===== src/rtl/dbg_seq_pkg.sv =====
package dbg_seq_pkg;

  localparam int STAT_W   = 7;
  localparam int FLAG_N   = 5;
  localparam int BIT_ARMA = 2;
  localparam int BIT_ARMB = 3;
  localparam int BIT_FRZ  = 4;
  localparam int BIT_TRC  = 5;
  localparam int BIT_SW   = 6;

  typedef enum logic [1:0] {
    MODE_RUN    = 2'b00,
    MODE_LOWPWR = 2'b01,
    MODE_DEBUG  = 2'b10,
    MODE_RSVD   = 2'b11
  } procMode_e;

  // strobes from control to datapath
  typedef struct packed {
    logic setArmA;
    logic setArmB;
    logic setFreeze;
    logic setTrace;
    logic setSw;
    logic clearAll;
    logic cntDec;
    logic reqNow;
  } seqStrobes_t;

endpackage


===== src/rtl/dbg_seq_ctrl.sv =====
module dbg_seq_ctrl
  import dbg_seq_pkg::*;
(
  input  logic        seqEn,
  input  logic        traceEn,
  input  logic        bkptA,
  input  logic        bkptB,
  input  logic        swBkpt,
  input  logic        fifoFreeze,
  input  logic        instRetire,
  input  logic        exitCmd,
  input  logic        exitGo,
  input  logic        exitEx,
  input  logic        armA,
  input  logic        armB,
  input  logic        cntIsOne,
  output seqStrobes_t strb
);

  logic directReq;
  logic expire;

  always_comb begin
    directReq = !seqEn && (bkptA || bkptB);
    strb.cntDec = armB && traceEn && instRetire;
    expire = strb.cntDec && cntIsOne;

    strb.clearAll  = exitCmd && exitGo && exitEx;
    strb.setArmA   = seqEn && bkptA;
    // B only counts once A has been seen
    strb.setArmB   = seqEn && bkptB && armA;
    strb.setFreeze = fifoFreeze;
    strb.setSw     = swBkpt;
    strb.setTrace  = expire;
    strb.reqNow    = directReq || expire;
  end

endmodule


===== src/rtl/dbg_seq_dp.sv =====
module dbg_seq_dp
  import dbg_seq_pkg::*;
#(
  parameter int TRACE_W = 8
) (
  input  logic               clk,
  input  logic               tlRstN,
  input  seqStrobes_t        strb,
  input  logic [TRACE_W-1:0] traceLoad,
  input  logic [1:0]         procMode,
  output logic               armA,
  output logic               armB,
  output logic               cntIsOne,
  output logic [STAT_W-1:0]  status,
  output logic               dbgReq
);

  localparam logic [TRACE_W-1:0] CNT_ONE = TRACE_W'(1);

  logic [FLAG_N-1:0]  setVec;
  logic [FLAG_N-1:0]  flagQ;
  logic [TRACE_W-1:0] cntQ;
  logic [1:0]         modeQ;

  assign setVec = {strb.setSw, strb.setTrace, strb.setFreeze,
                   strb.setArmB, strb.setArmA};

  for (genvar i = 0; i < FLAG_N; i++) begin : g_flag
    always_ff @(posedge clk or negedge tlRstN) begin
      if (!tlRstN)            flagQ[i] <= 1'b0;
      else if (strb.clearAll) flagQ[i] <= 1'b0;
      else if (setVec[i])     flagQ[i] <= 1'b1;
    end
  end

  always_ff @(posedge clk or negedge tlRstN) begin
    if (!tlRstN)
      cntQ <= '0;
    else if (strb.clearAll || !armB)
      cntQ <= traceLoad;
    else if (strb.cntDec && (cntQ != '0))
      cntQ <= cntQ - CNT_ONE;
  end

  always_ff @(posedge clk or negedge tlRstN) begin
    if (!tlRstN) begin
      modeQ  <= MODE_RUN;
      dbgReq <= 1'b0;
    end else begin
      modeQ  <= procMode;
      dbgReq <= strb.reqNow;
    end
  end

  assign armA     = flagQ[BIT_ARMA-2];
  assign armB     = flagQ[BIT_ARMB-2];
  assign cntIsOne = (cntQ == CNT_ONE);
  assign status   = {flagQ, modeQ};

endmodule


===== src/rtl/dbg_seq_status.sv =====
module dbg_seq_status
  import dbg_seq_pkg::*;
#(
  parameter int TRACE_W = 8
) (
  input  logic               clk,
  input  logic               tlRstN,
  input  logic               seqEn,
  input  logic               traceEn,
  input  logic [TRACE_W-1:0] traceLoad,
  input  logic               bkptA,
  input  logic               bkptB,
  input  logic               swBkpt,
  input  logic               fifoFreeze,
  input  logic               instRetire,
  input  logic [1:0]         procMode,
  input  logic               exitCmd,
  input  logic               exitGo,
  input  logic               exitEx,
  output logic [6:0]         status,
  output logic               dbgReq
);

  seqStrobes_t strb;
  logic armA, armB, cntIsOne;

  dbg_seq_ctrl u_ctrl (
    .seqEn(seqEn), .traceEn(traceEn), .bkptA(bkptA), .bkptB(bkptB),
    .swBkpt(swBkpt), .fifoFreeze(fifoFreeze), .instRetire(instRetire),
    .exitCmd(exitCmd), .exitGo(exitGo), .exitEx(exitEx),
    .armA(armA), .armB(armB), .cntIsOne(cntIsOne), .strb(strb)
  );

  dbg_seq_dp #(.TRACE_W(TRACE_W)) u_dp (
    .clk(clk), .tlRstN(tlRstN), .strb(strb), .traceLoad(traceLoad),
    .procMode(procMode), .armA(armA), .armB(armB), .cntIsOne(cntIsOne),
    .status(status), .dbgReq(dbgReq)
  );

endmodule


===== config.mk =====
export PLATFORM = sky130hd
export DESIGN_NAME = dbg_seq_status
export DESIGN_NICKNAME = d
export VERILOG_FILES = /design/src/rtl/dbg_seq_pkg.sv /design/src/rtl/dbg_seq_ctrl.sv /design/src/rtl/dbg_seq_dp.sv /design/src/rtl/dbg_seq_status.sv
export SDC_FILE = /design/constraint.sdc
export NUM_CORES = 1
export LEC_CHECK = 0
export CAP_MARGIN = 0
export CORE_ASPECT_RATIO = 0.9
export CORE_MARGIN = 1
export CORE_UTILIZATION = 35
export CTS_CLUSTER_SIZE = 30
export DETAILED_ROUTE_END_ITERATION = 12
export DONT_BUFFER_PORTS = 1
export PLACE_DENSITY = 0.5
export SLEW_MARGIN = 15
export SYNTH_ARGS = -nofsm -noshare
export SYNTH_HDL_FRONTEND = slang
export SYNTH_SLANG_ARGS = --single-unit
export TNS_END_PERCENT = 5

===== constraint.sdc =====
create_clock -name clk -period 2.6 [get_ports clk]
set_input_delay 0.39 -clock clk [delete_from_list [all_inputs] [get_ports clk]]
set_output_delay 0.39 -clock clk [all_outputs]
set_load 0.02 [all_outputs]

==> impl_results.md <==
* Count leader, synth: dfrtp_1
* GR Overflow Total at 0
* DRC at 0
* Max transition margin at 51.53%
* DRT iter0 DRCs at 3
* Outcome: finished clean
* Sink Count at 16
* Type of origin of the critical path: register
* Nets at 110
* Setup Viol. Count Final at 0
* Synth async-reset ratio at 100.0%
* First-pass GRT wire length at 2.394 mm
* Fin crit share at 64.43%
* Initial core utilization at 37.78%
* Mapped Area at roughly 830 sq um
* DP Wirelength at 1.157 mm
* Unrepaired setup endpoints after global routing: no
* IO Pins at 30
* Seq cells post-synth at 16
* Clk buf depth at 2
* Tightest Pin Transition at about 0.72 ns
* Post-synth top area share at 48.12%
* Compound-gate portion of the synthesized area at roughly 15%
* Ys Warns at 0
* Post-Layout Inst Area at slightly below 900 sq um
* Clock Power Share at 25.5%
* Die Ht at between 40 and 50 um
* Worst VDD drop at between 0.0003 and 0.0004 V
* Synth top cells by count: dfrtp_1 (16), nor2_1 (8), nand2_1 (7)
* N_diodes at 0
* Combinational family with the most area after synthesis: simple AND/OR/NAND/NOR gates
* Main synth FF type: dfrtp_1
* Sequential Power Share at 53.8%
* Drt pass-1 iters at 4
* WP data arrival at about 1.8 ns
* Worst Clk Skew at roughly 0.0062 ns
* Placed instance count at ~110
* Max-cap viol count at 0
* Final wirelength at 1.584 mm
* Internal at 435.4 uW
* Post-Syn Instances at 82
* Leakage at between 0.3 and 0.4 nW
* Synth Area per Inst at a little over 10 sq um
* Worst skew pair latency at between 0.2 and 0.3 ns
* Mapped Nets at approximately 110
* Synth unique cells at 32
* GRT Util Overall at approximately 14%
* Setup Crit Path Kind: reg2reg
* Avg WL per Cell at 14.27 um
* Crit end category: register
* Row cnt at 16
* Vias per cell at between 5 and 6
* Cell taking the most area after synthesis: dfrtp_1
* Via count at a little under 600
* Switching pwr at approximately 220 uW
* Setup TNS at 0 ns
* Area post-placement at between 800 and 900 sq um
* Largest net degree at the start of global routing at 17
* Post-Synth Adder-Cell Area at 4.511%
* Layout area overhead at 7.368%
* Achievable Freq at 596.9 MHz
* CTS Root Cell: clkbuf_4
* Die area at 2577 sq um
* Synth top area cells: dfrtp_1 (48%), ha_1 (4.5%), a31oi_1 (3.8%)
* Fin cells at roughly 110
* Fill cell count at 244
* Final worst path period need at around 1.7 ns
* Power share of the combinational group at about a fifth
* Core box area at between 2000 and 2500 sq um
* CTS clk-pin slew, worst paths at around 0.1 ns
* TritonCTS buffer count at 3
* Number of synthesized flops with an enable pin at 0
* Critical Path RT at between 2 and 3 ns
* DIE WIDTH at 53.40 um
* Initial antenna violation count at 0
* RD Place Congestion at slightly below 0.8
* Mux share of post-synthesis cell area at approximately 1.2%
* Worst hold path class: in2reg
* Switch share at between 30 and 40%
* H-tree depth at 1
* Area share of and/or/nand/nor cells after synthesis at 24.66%
* Sequential share of the synthesized area at 48.12%
* Pwr Density at 737.1 nW/um^2
* Final slew viol count at 0
* Synth Area in XOR/XNOR at 3.158%
* Layout cells sized above 1 at between 10% and 20%
* CTS tree: built
* Number of global-route vias before repair at about 530
* Antenna viol nets, final at 0
* Port Buf Inserts at 0
* Final hold violation count at 0
* CP Max Fanout at 4
## logic make-up (layout without fill, tap and decap cells)
logic type	Yosys count	in the layout
AOI/OAI and AO/OA	20	20
xor gates and xnor gates	3	3
adders and majority gates	3	3
buffers and inverters	6	8
DFF	16	16
muxes	1	1
and+or+nand+nor	33	33
## worst paths after layout
kind                                     startpoint                         end  slack [ns]  cells past startpoint
max reg2reg                u_dp.cntQ[0]$_DFFE_PN0P_    u_dp.cntQ[5]$_DFFE_PN0P_        0.92                      6
max in group asynchronous                    tlRstN     u_dp.modeQ[1]$_DFF_PN0_        1.55                      1
min reg2reg                u_dp.cntQ[7]$_DFFE_PN0P_    u_dp.cntQ[7]$_DFFE_PN0P_        0.62                      2
min in group asynchronous                    tlRstN  u_dp.status[5]$_DFFE_PN0P_        0.58                      1
min                                     procMode[0]     u_dp.modeQ[0]$_DFF_PN0_        0.12                      0
max                        u_dp.cntQ[0]$_DFFE_PN0P_    u_dp.cntQ[5]$_DFFE_PN0P_        0.92                      6
## layout make-up
cell class	instances	area, sq um	share of cell area [%]
tap	27	33.78	3.782
multi-input combinational	60	401.6	44.96
timing repair buffer	1	10.01	1.120
sequential	16	400.4	44.82
clock buffer	4	36.28	4.062
inverter	3	11.26	1.261
## metrics by stage
stage                     utilization, %  hold slack [ns]  power (mW)  worst slack (ns)
after global routing               40.57          0.08893      0.7030            0.7946
after global placement             38.47          0.09478      0.4885            0.9808
after floorplan                        -          0.09441      0.4639             1.041
final                              40.57           0.1194      0.6585            0.9247
after detailed placement           38.47          0.09486      0.4901            0.9314
after CTS                          40.57           0.1090      0.6681            0.9187
## worst max-delay path, cell delays in order, from the launching register on
cell	delay (ns)
dfrtp_1	0.45
inv_1	0.11
ha_1	0.18
or4b_1	0.46
nand4_1	0.13
xor2_1	0.15
o21ai_1	0.07
## per-layer routing
metal  routed length [um]  global-route usage (%)
met2                  697                   22.50
met1                  739                   15.87
met3                  123                   7.165
met4                   23                   4.737
met5                    0                       0
## power groups by stage
| stage | Sequential, mW | Clock [mW] | Combinational (mW) |
|---|---|---|---|
| finish | 0.354 | 0.168 | 0.136 |
| global route | 0.360 | 0.188 | 0.155 |
| CTS | 0.354 | 0.176 | 0.138 |
| detailed placement | 0.358 | 0 | 0.132 |
| global placement | 0.359 | 0 | 0.130 |
| floorplan | 0.340 | 0 | 0.124 |
## registers in the layout, indices dropped and copies added (netlist names)
name,flops
u_dp.cntQ,8
u_dp.status,3
u_dp.modeQ,2
u_dp.armA,1
u_dp.armB,1
u_dp.dbgReq,1
## cells in the final DEF (no fill, tap or decap), types with 2 or more instances in the layout
cell type   n
xnor2_1     2
o21ai_1     4
a31oi_1     5
clkbuf_4    3
dfrtp_1    16
nand2_1     7
ha_1        3
nand4_1     4
nor4b_2     2
inv_1       3
nor2_1      8
o21ai_0     3
o21a_1      2
a21oi_1     3
## timing repair
action,4_1_cts,5_1_grt
buffers inserted,0,0
endpoints found under the hold margin,16,0
hold buffers,1,0
resized for setup,0,0
No activity file was read; power rests on OpenSTA's default activity.
